`src/rtl/ctc_pkg.sv`:
```
package ctc_pkg;

    typedef enum logic [2:0] {
        S_IDLE,
        S_READ_INFO,
        S_READ_DATA,
        S_WRITE_DATA,
        S_WRITE_BACK_INFO,
        S_END
    } ctc_state_e;

    localparam int MODE_CHAIN_BIT = 7;
    localparam int MODE_ISEL_BIT  = 6;
    localparam int MODE_SIZE_BIT  = 8;

    localparam int INFO_MODE  = 0;
    localparam int INFO_SRC   = 1;
    localparam int INFO_DST   = 2;
    localparam int INFO_CNT   = 3;
    localparam int INFO_WORDS = 4;

    typedef struct packed {
        logic word;
        logic chain;
        logic isel;
    } ctc_mode_t;

    function automatic ctc_mode_t decode_mode(input logic [8:0] w);
        ctc_mode_t m;
        m.word  = w[MODE_SIZE_BIT];
        m.chain = w[MODE_CHAIN_BIT];
        m.isel  = w[MODE_ISEL_BIT];
        return m;
    endfunction

endpackage

```
`src/rtl/ctc_info_regs.sv`:
```
module ctc_info_regs
    import ctc_pkg::*;
#(
    parameter int ADDR_W = 24,
    parameter int DATA_W = 32,
    parameter int CNT_W  = 16
) (
    input  logic              clk,
    input  logic              rst_n,
    input  logic              cap_en,
    input  logic [1:0]        cap_idx,
    input  logic [DATA_W-1:0] rdata,
    output ctc_mode_t         mode,
    output logic [ADDR_W-1:0] sar,
    output logic [ADDR_W-1:0] dar,
    output logic [CNT_W-1:0]  count
);

    always_ff @(posedge clk or negedge rst_n) begin
        if (!rst_n) begin
            mode  <= '0;
            sar   <= '0;
            dar   <= '0;
            count <= '0;
        end else if (cap_en) begin
            unique case (cap_idx)
                2'(INFO_MODE): mode  <= decode_mode(rdata[8:0]);
                2'(INFO_SRC):  sar   <= rdata[ADDR_W-1:0];
                2'(INFO_DST):  dar   <= rdata[ADDR_W-1:0];
                2'(INFO_CNT):  count <= rdata[CNT_W-1:0];
                default: ;
            endcase
        end
    end

endmodule

```
`src/rtl/ctc_decide.sv`:
```
module ctc_decide
    import ctc_pkg::*;
#(
    parameter int CNT_W = 16
) (
    input  ctc_mode_t        mode,
    input  logic [CNT_W-1:0] count,
    output logic [CNT_W-1:0] cnt_next,
    output logic             want_flag_clr,
    output logic             want_en_clr,
    output logic             want_irq
);

    logic reached_zero;

    always_comb begin
        cnt_next      = mode.chain ? count : count - CNT_W'(1);
        reached_zero  = !mode.chain && (cnt_next == '0);
        want_en_clr   = reached_zero;
        want_irq      = !mode.chain && (mode.isel || reached_zero);
        want_flag_clr = !mode.chain && !mode.isel && !reached_zero;
    end

endmodule

```
`src/rtl/ctc_data_path.sv`:
```
module ctc_data_path #(
    parameter int DATA_W = 32
) (
    input  logic              word,
    input  logic [DATA_W-1:0] rdata,
    output logic [DATA_W-1:0] wdata
);

    localparam int HALF = 16;
    localparam int BYTE = 8;

    always_comb begin
        if (word) begin
            wdata = {{(DATA_W-HALF){1'b0}}, rdata[HALF-1:0]};
        end else begin
            wdata = {{(DATA_W-BYTE){1'b0}}, rdata[BYTE-1:0]};
        end
    end

endmodule

```
`src/rtl/xfer_chain_ctl.sv`:
```
module xfer_chain_ctl
    import ctc_pkg::*;
#(
    parameter int ADDR_W = 24,
    parameter int DATA_W = 32,
    parameter int CNT_W  = 16,
    parameter int SRC_W  = 4
) (
    input  logic              clk,
    input  logic              rst_n,
    input  logic              act_req,
    input  logic [SRC_W-1:0]  act_src,
    input  logic [ADDR_W-1:0] act_info_base,
    output logic              busy,
    output logic              mem_req,
    output logic              mem_we,
    output logic              mem_word,
    output logic [ADDR_W-1:0] mem_addr,
    output logic [DATA_W-1:0] mem_wdata,
    input  logic [DATA_W-1:0] mem_rdata,
    output logic [SRC_W-1:0]  done_src,
    output logic              flag_clr,
    output logic              en_clr,
    output logic              cpu_irq,
    output logic              addr_err
);

    localparam int IDX_W  = 3;
    localparam int IDX_LAST = INFO_WORDS;

    ctc_state_e        state;
    logic [IDX_W-1:0]  idx;
    logic [ADDR_W-1:0] base;
    logic [SRC_W-1:0]  src_q;
    logic              res_flag, res_en, res_irq, res_err;

    ctc_mode_t         mode;
    logic [ADDR_W-1:0] sar, dar;
    logic [CNT_W-1:0]  count, cnt_next;
    logic              want_flag_clr, want_en_clr, want_irq;
    logic [DATA_W-1:0] moved_data;
    logic              cap_en;
    logic [1:0]        cap_idx;
    logic              misaligned;

    assign cap_en     = (state == S_READ_INFO) && (idx != '0);
    assign cap_idx    = 2'(idx - IDX_W'(1));
    assign misaligned = mode.word && sar[0];

    ctc_info_regs #(
        .ADDR_W(ADDR_W),
        .DATA_W(DATA_W),
        .CNT_W (CNT_W)
    ) info_i (
        .clk    (clk),
        .rst_n  (rst_n),
        .cap_en (cap_en),
        .cap_idx(cap_idx),
        .rdata  (mem_rdata),
        .mode   (mode),
        .sar    (sar),
        .dar    (dar),
        .count  (count)
    );

    ctc_decide #(
        .CNT_W(CNT_W)
    ) decide_i (
        .mode         (mode),
        .count        (count),
        .cnt_next     (cnt_next),
        .want_flag_clr(want_flag_clr),
        .want_en_clr  (want_en_clr),
        .want_irq     (want_irq)
    );

    ctc_data_path #(
        .DATA_W(DATA_W)
    ) data_i (
        .word (mode.word),
        .rdata(mem_rdata),
        .wdata(moved_data)
    );

    // State register and sequencing
    always_ff @(posedge clk or negedge rst_n) begin
        if (!rst_n) begin
            state    <= S_IDLE;
            idx      <= '0;
            base     <= '0;
            src_q    <= '0;
            res_flag <= 1'b0;
            res_en   <= 1'b0;
            res_irq  <= 1'b0;
            res_err  <= 1'b0;
        end else begin
            unique case (state)
                S_IDLE: begin
                    if (act_req) begin
                        src_q <= act_src;
                        base  <= act_info_base;
                        idx   <= '0;
                        state <= S_READ_INFO;
                    end
                end
                S_READ_INFO: begin
                    if (idx == IDX_W'(IDX_LAST)) begin
                        idx   <= '0;
                        state <= S_READ_DATA;
                    end else begin
                        idx <= idx + IDX_W'(1);
                    end
                end
                S_READ_DATA: begin
                    if (misaligned) begin
                        res_err <= 1'b1;
                        state   <= S_END;
                    end else begin
                        state <= S_WRITE_DATA;
                    end
                end
                S_WRITE_DATA: begin
                    state <= S_WRITE_BACK_INFO;
                end
                S_WRITE_BACK_INFO: begin
                    if (mode.chain) begin
                        base  <= base + ADDR_W'(INFO_WORDS);
                        idx   <= '0;
                        state <= S_READ_INFO;
                    end else begin
                        res_flag <= want_flag_clr;
                        res_en   <= want_en_clr;
                        res_irq  <= want_irq;
                        state    <= S_END;
                    end
                end
                S_END: begin
                    res_flag <= 1'b0;
                    res_en   <= 1'b0;
                    res_irq  <= 1'b0;
                    res_err  <= 1'b0;
                    state    <= S_IDLE;
                end
                default: state <= S_IDLE;
            endcase
        end
    end

    // Outputs
    always_comb begin
        busy      = (state != S_IDLE);
        mem_req   = 1'b0;
        mem_we    = 1'b0;
        mem_word  = 1'b0;
        mem_addr  = '0;
        mem_wdata = '0;
        flag_clr  = 1'b0;
        en_clr    = 1'b0;
        cpu_irq   = 1'b0;
        addr_err  = 1'b0;
        done_src  = src_q;
        unique case (state)
            S_IDLE: ;
            S_READ_INFO: begin
                if (idx != IDX_W'(IDX_LAST)) begin
                    mem_req  = 1'b1;
                    mem_addr = base + ADDR_W'(idx);
                end
            end
            S_READ_DATA: begin
                if (!misaligned) begin
                    mem_req  = 1'b1;
                    mem_word = mode.word;
                    mem_addr = sar;
                end
            end
            S_WRITE_DATA: begin
                mem_req   = 1'b1;
                mem_we    = 1'b1;
                mem_word  = mode.word;
                mem_addr  = dar;
                mem_wdata = moved_data;
            end
            S_WRITE_BACK_INFO: begin
                mem_req   = 1'b1;
                mem_we    = 1'b1;
                mem_addr  = base + ADDR_W'(INFO_CNT);
                mem_wdata = DATA_W'(cnt_next);
            end
            S_END: begin
                flag_clr = res_flag;
                en_clr   = res_en;
                cpu_irq  = res_irq;
                addr_err = res_err;
            end
            default: ;
        endcase
    end

endmodule

```
`config.mk`:
```
export PLATFORM = sky130hd
export DESIGN_NAME = xfer_chain_ctl
export DESIGN_NICKNAME = d
export VERILOG_FILES = /design/src/rtl/ctc_pkg.sv /design/src/rtl/ctc_info_regs.sv /design/src/rtl/ctc_decide.sv /design/src/rtl/ctc_data_path.sv /design/src/rtl/xfer_chain_ctl.sv
export SDC_FILE = /design/constraint.sdc
export NUM_CORES = 1
export LEC_CHECK = 0
export CORE_MARGIN = 2
export CORE_UTILIZATION = 48
export CTS_BUF_LIST = sky130_fd_sc_hd__clkbuf_16
export DETAILED_ROUTE_END_ITERATION = 8
export GPL_ROUTABILITY_DRIVEN = 0
export PLACE_DENSITY = 0.74
export SLEW_MARGIN = 40
export SYNTH_ARGS = -nofsm -noshare
export SYNTH_HDL_FRONTEND = slang
export SYNTH_SLANG_ARGS = --single-unit
```
`constraint.sdc`:
```
create_clock -name clk -period 6.4 [get_ports clk]
set_input_delay 1.28 -clock clk [delete_from_list [all_inputs] [get_ports clk]]
set_output_delay 1.28 -clock clk [all_outputs]
set_load 0.1 [all_outputs]
```
==> impl_results.md <==
- Startpoint of the worst setup timing path: base[2]
- Height of the die: roughly 120 um
- Tot GR Track Use: 0.2473
- Startpoint Class: flip-flop
- Mean post-synth cell area: approximately 9.5 um2
- Fmax: 0.2218 GHz
- FF-to-FF End: base[21]
- Area of the die: roughly 16000 um2
- Net count of the finished layout: ~900
- Tightest slew margin relative to the limit: 0.4574
- Count of endpoints failing hold in the final timing report: 0
- CTS-repair resized insts: 0
- Most frequent standard cell in the layout excluding fill and tap cells: sky130_fd_sc_hd__dfrtp_1
- Slowest stage cell on the critical path: sky130_fd_sc_hd__a211oi_1
- Die width: roughly 120 um
- Post-Syn Instances: between 700 and 800
- Worst-case clock skew: about 0.011 ns
- CP peak stage delay: approximately 0.57 ns
- Fin. max-slew vios: 0
- Worst Setup End Kind: output pin
- CTS Root Cell: sky130_fd_sc_hd__clkbuf_16
- Overall via count from detail_route: approximately 6100
- Area growth syn-to-layout: 14.98%
- Post-synth EDFFs: 0
- Worst Tran Pin Value: 0.8076 ns
- Required arrival time at the worst endpoint: slightly above 5 ns
- Ratio of cells with drive above 1 in the final layout: 0.2099
- Crit path max fanout: 9
- Sequence of cells on the critical path: ha_1 -> a211oi_1 -> or2_1 -> o21ai_0 -> a31oi_1 -> a221o_1 -> buf_2
- Number of top-level design ports: 131
- Vias in the first global route: roughly 5700
- Cell row count: 44
- Ys async rst share: 1.000
- Family with the most delay on the worst path: compound AO/OA/AOI/OAI gates
- Post-route cell area: ~8100 um2
- Worst reg2reg startpoint: state[2]
- First-pass detailed-route iteration total: 8
- DPL Wire Length: about 13000 um
- Commonest cells after routing, fill and taps aside: sky130_fd_sc_hd__dfrtp_1 (105), sky130_fd_sc_hd__o21ai_0 (62), sky130_fd_sc_hd__nand2_1 (58)
- Maximum clock insertion buffer count: 2
- Setup Viol. Count Final: 0
- Most common flop cell mapped by yosys: sky130_fd_sc_hd__dfrtp_1
- Period Utilization, post-route: 0.7045
- Mapped cell area: 7018 um2
- Total inserted antenna cells: 0
- H-tree lvl count: 3
- Clock slew at the register clock pins of the worst setup and hold paths: approximately 0.070 ns
- Number of buffers inserted to repair setup after CTS: 0
- Clock latency on the worst-skew pair: ~0.36 ns
- Post-synthesis cell type count: 79
- Total of hold buffers inserted after clock tree synthesis: 0
- Maximum number of pins on one net before global-route repair: 78
- TritonCTS clock tree: done
- Initial Utilization: 0.4866
- Total CTS buffers: 9
- Clock sink count: about 110
- Yosys warning count: 0
- First-iteration detailed-routing DRC count: between 700 and 800
- Arrival time reported for the critical path endpoint: 3.23 ns
- Smallest hold slack: between 0.5 and 0.6 ns
- Reg-to-reg setup timing slack: 3.98 ns
- Worst Reg2Reg Path Length in Cells: 6
- Total of buffers placed on input and output ports: 106
- Post-synthesis sequential element count: around 110
- Wire length reported by the detailed router: around 19000 um
- Fill cell instance count of the final layout: approximately 1300
- Levels on crit path: 7
- Standard cell area after detailed placement: approximately 7800 um2
- Antenna-violating nets left: 0
- Antenna violations before repair: 0
- Post-route setup TNS: 0 ns
- Type of the worst setup path: flip-flop to output pin
- Unrepaired setup endpoints after global routing: false
- Timing endpoint of the critical path: mem_addr[7]
- Post-route minimum period: between 4 and 5 ns
- Crit path buffers/inverters: 1
- Max-capacitance violation count: 0
- Detail-routed via count per cell: around 6.2
- Status: finished, final reports clean
- Avg WL per Cell: 19.36 um
- Drc violations: 0
- Sequential share of the synthesized area: 0.3744
- Core Footprint: about 14000 um2
- Wire length of the first global-routing pass: ~31000 um
- Remaining global-route overflow: 0
- Min-Delay Path Class: flip-flop to flip-flop
per-layer routing:
layer,track usage,vias up,part of all wire
met2,0.3819,298,0.47
li1,-,2788,-
met5,0,-,0
met1,0.3549,3000,0.43
met3,0.04983,26,0.082
met4,0.07190,0,0.020
area by class of cell:
type,instances,area [um2],area share
Clock buffer,9,225.2,0.02791
Timing Repair Buffer,111,844.6,0.1047
Clock inverter,7,81.33,0.01008
Sequential cell,105,2628,0.3256
Tap cell,184,230.2,0.02853
Inverter,19,71.32,0.008839
Multi-Input combinational cell,554,3989,0.4943
synth_stat cells, types with 4 or more instances:
master,number,share of area
sky130_fd_sc_hd__o22ai_1,10,0.0089
sky130_fd_sc_hd__nor3_1,21,0.015
sky130_fd_sc_hd__ha_1,11,0.020
sky130_fd_sc_hd__and3_1,8,0.0071
sky130_fd_sc_hd__nor2b_1,6,0.0053
sky130_fd_sc_hd__buf_4,19,0.020
sky130_fd_sc_hd__nor2_1,46,0.025
sky130_fd_sc_hd__o211ai_1,8,0.0086
sky130_fd_sc_hd__xnor2_1,25,0.031
sky130_fd_sc_hd__o221ai_1,6,0.0075
sky130_fd_sc_hd__clkbuf_1,27,0.014
sky130_fd_sc_hd__dfrtp_1,105,0.37
sky130_fd_sc_hd__nand2_1,58,0.031
sky130_fd_sc_hd__buf_6,5,0.0080
sky130_fd_sc_hd__and2_1,7,0.0062
sky130_fd_sc_hd__mux2_4,40,0.086
sky130_fd_sc_hd__inv_1,18,0.0096
sky130_fd_sc_hd__buf_2,21,0.015
sky130_fd_sc_hd__mux2_2,30,0.048
sky130_fd_sc_hd__a21oi_1,40,0.029
sky130_fd_sc_hd__nand3_1,17,0.012
sky130_fd_sc_hd__xor2_1,12,0.015
sky130_fd_sc_hd__nor4_1,8,0.0071
sky130_fd_sc_hd__a22oi_1,18,0.019
sky130_fd_sc_hd__and4_1,5,0.0062
sky130_fd_sc_hd__a31oi_1,4,0.0036
sky130_fd_sc_hd__a221o_1,6,0.0086
sky130_fd_sc_hd__nand4_1,13,0.012
sky130_fd_sc_hd__o21ai_0,62,0.044
sky130_fd_sc_hd__a222oi_1,4,0.0057
cell families (layout without fill, tap and decap cells):
| family | after synthesis | in the layout | synth area share |
|---|---|---|---|
| flops | 105 | 105 | 0.3744 |
| other cells | 1 | 16 | 0.0005343 |
| xor+xnor | 37 | 37 | 0.04618 |
| mux | 73 | 73 | 0.1380 |
| compound gates | 197 | 197 | 0.1840 |
| buf+inv | 93 | 146 | 0.06900 |
| fa+ha+maj | 12 | 12 | 0.02246 |
| simple gates | 219 | 219 | 0.1654 |
flip-flops by register name (all words and copies together), names as in the netlist, 3 cells and up:
name	count
base	24
info_i.dar	24
info_i.sar	24
info_i.count	16
done_src	4
idx	3
info_i.mode	3
state	3
worst min path at each step:
stage	startpoint	endpoint	cells past startpoint	slack [ns]
after floorplan	info_i.sar[1]	info_i.sar[1]	1	0.48
after global placement	info_i.dar[8]	info_i.dar[8]	1	0.49
after detailed placement	info_i.dar[20]	info_i.dar[20]	1	0.49
after CTS	info_i.dar[8]	info_i.dar[8]	1	0.51
after global routing	info_i.sar[3]	info_i.sar[3]	1	0.52
final	done_src[2]	done_src[2]	1	0.51
through the flow:
stage	util	setup WS, ns	cells
floorplan	-	1.396	752
global placement	0.5540	1.481	973
detailed placement	0.5375	2.253	973
CTS	0.5587	1.853	989
global route	0.5594	1.735	989
finish	0.5594	1.891	989
Power is not shown: default switching activity piles up to over one toggle a cycle in this logic, so the estimate is an artifact.
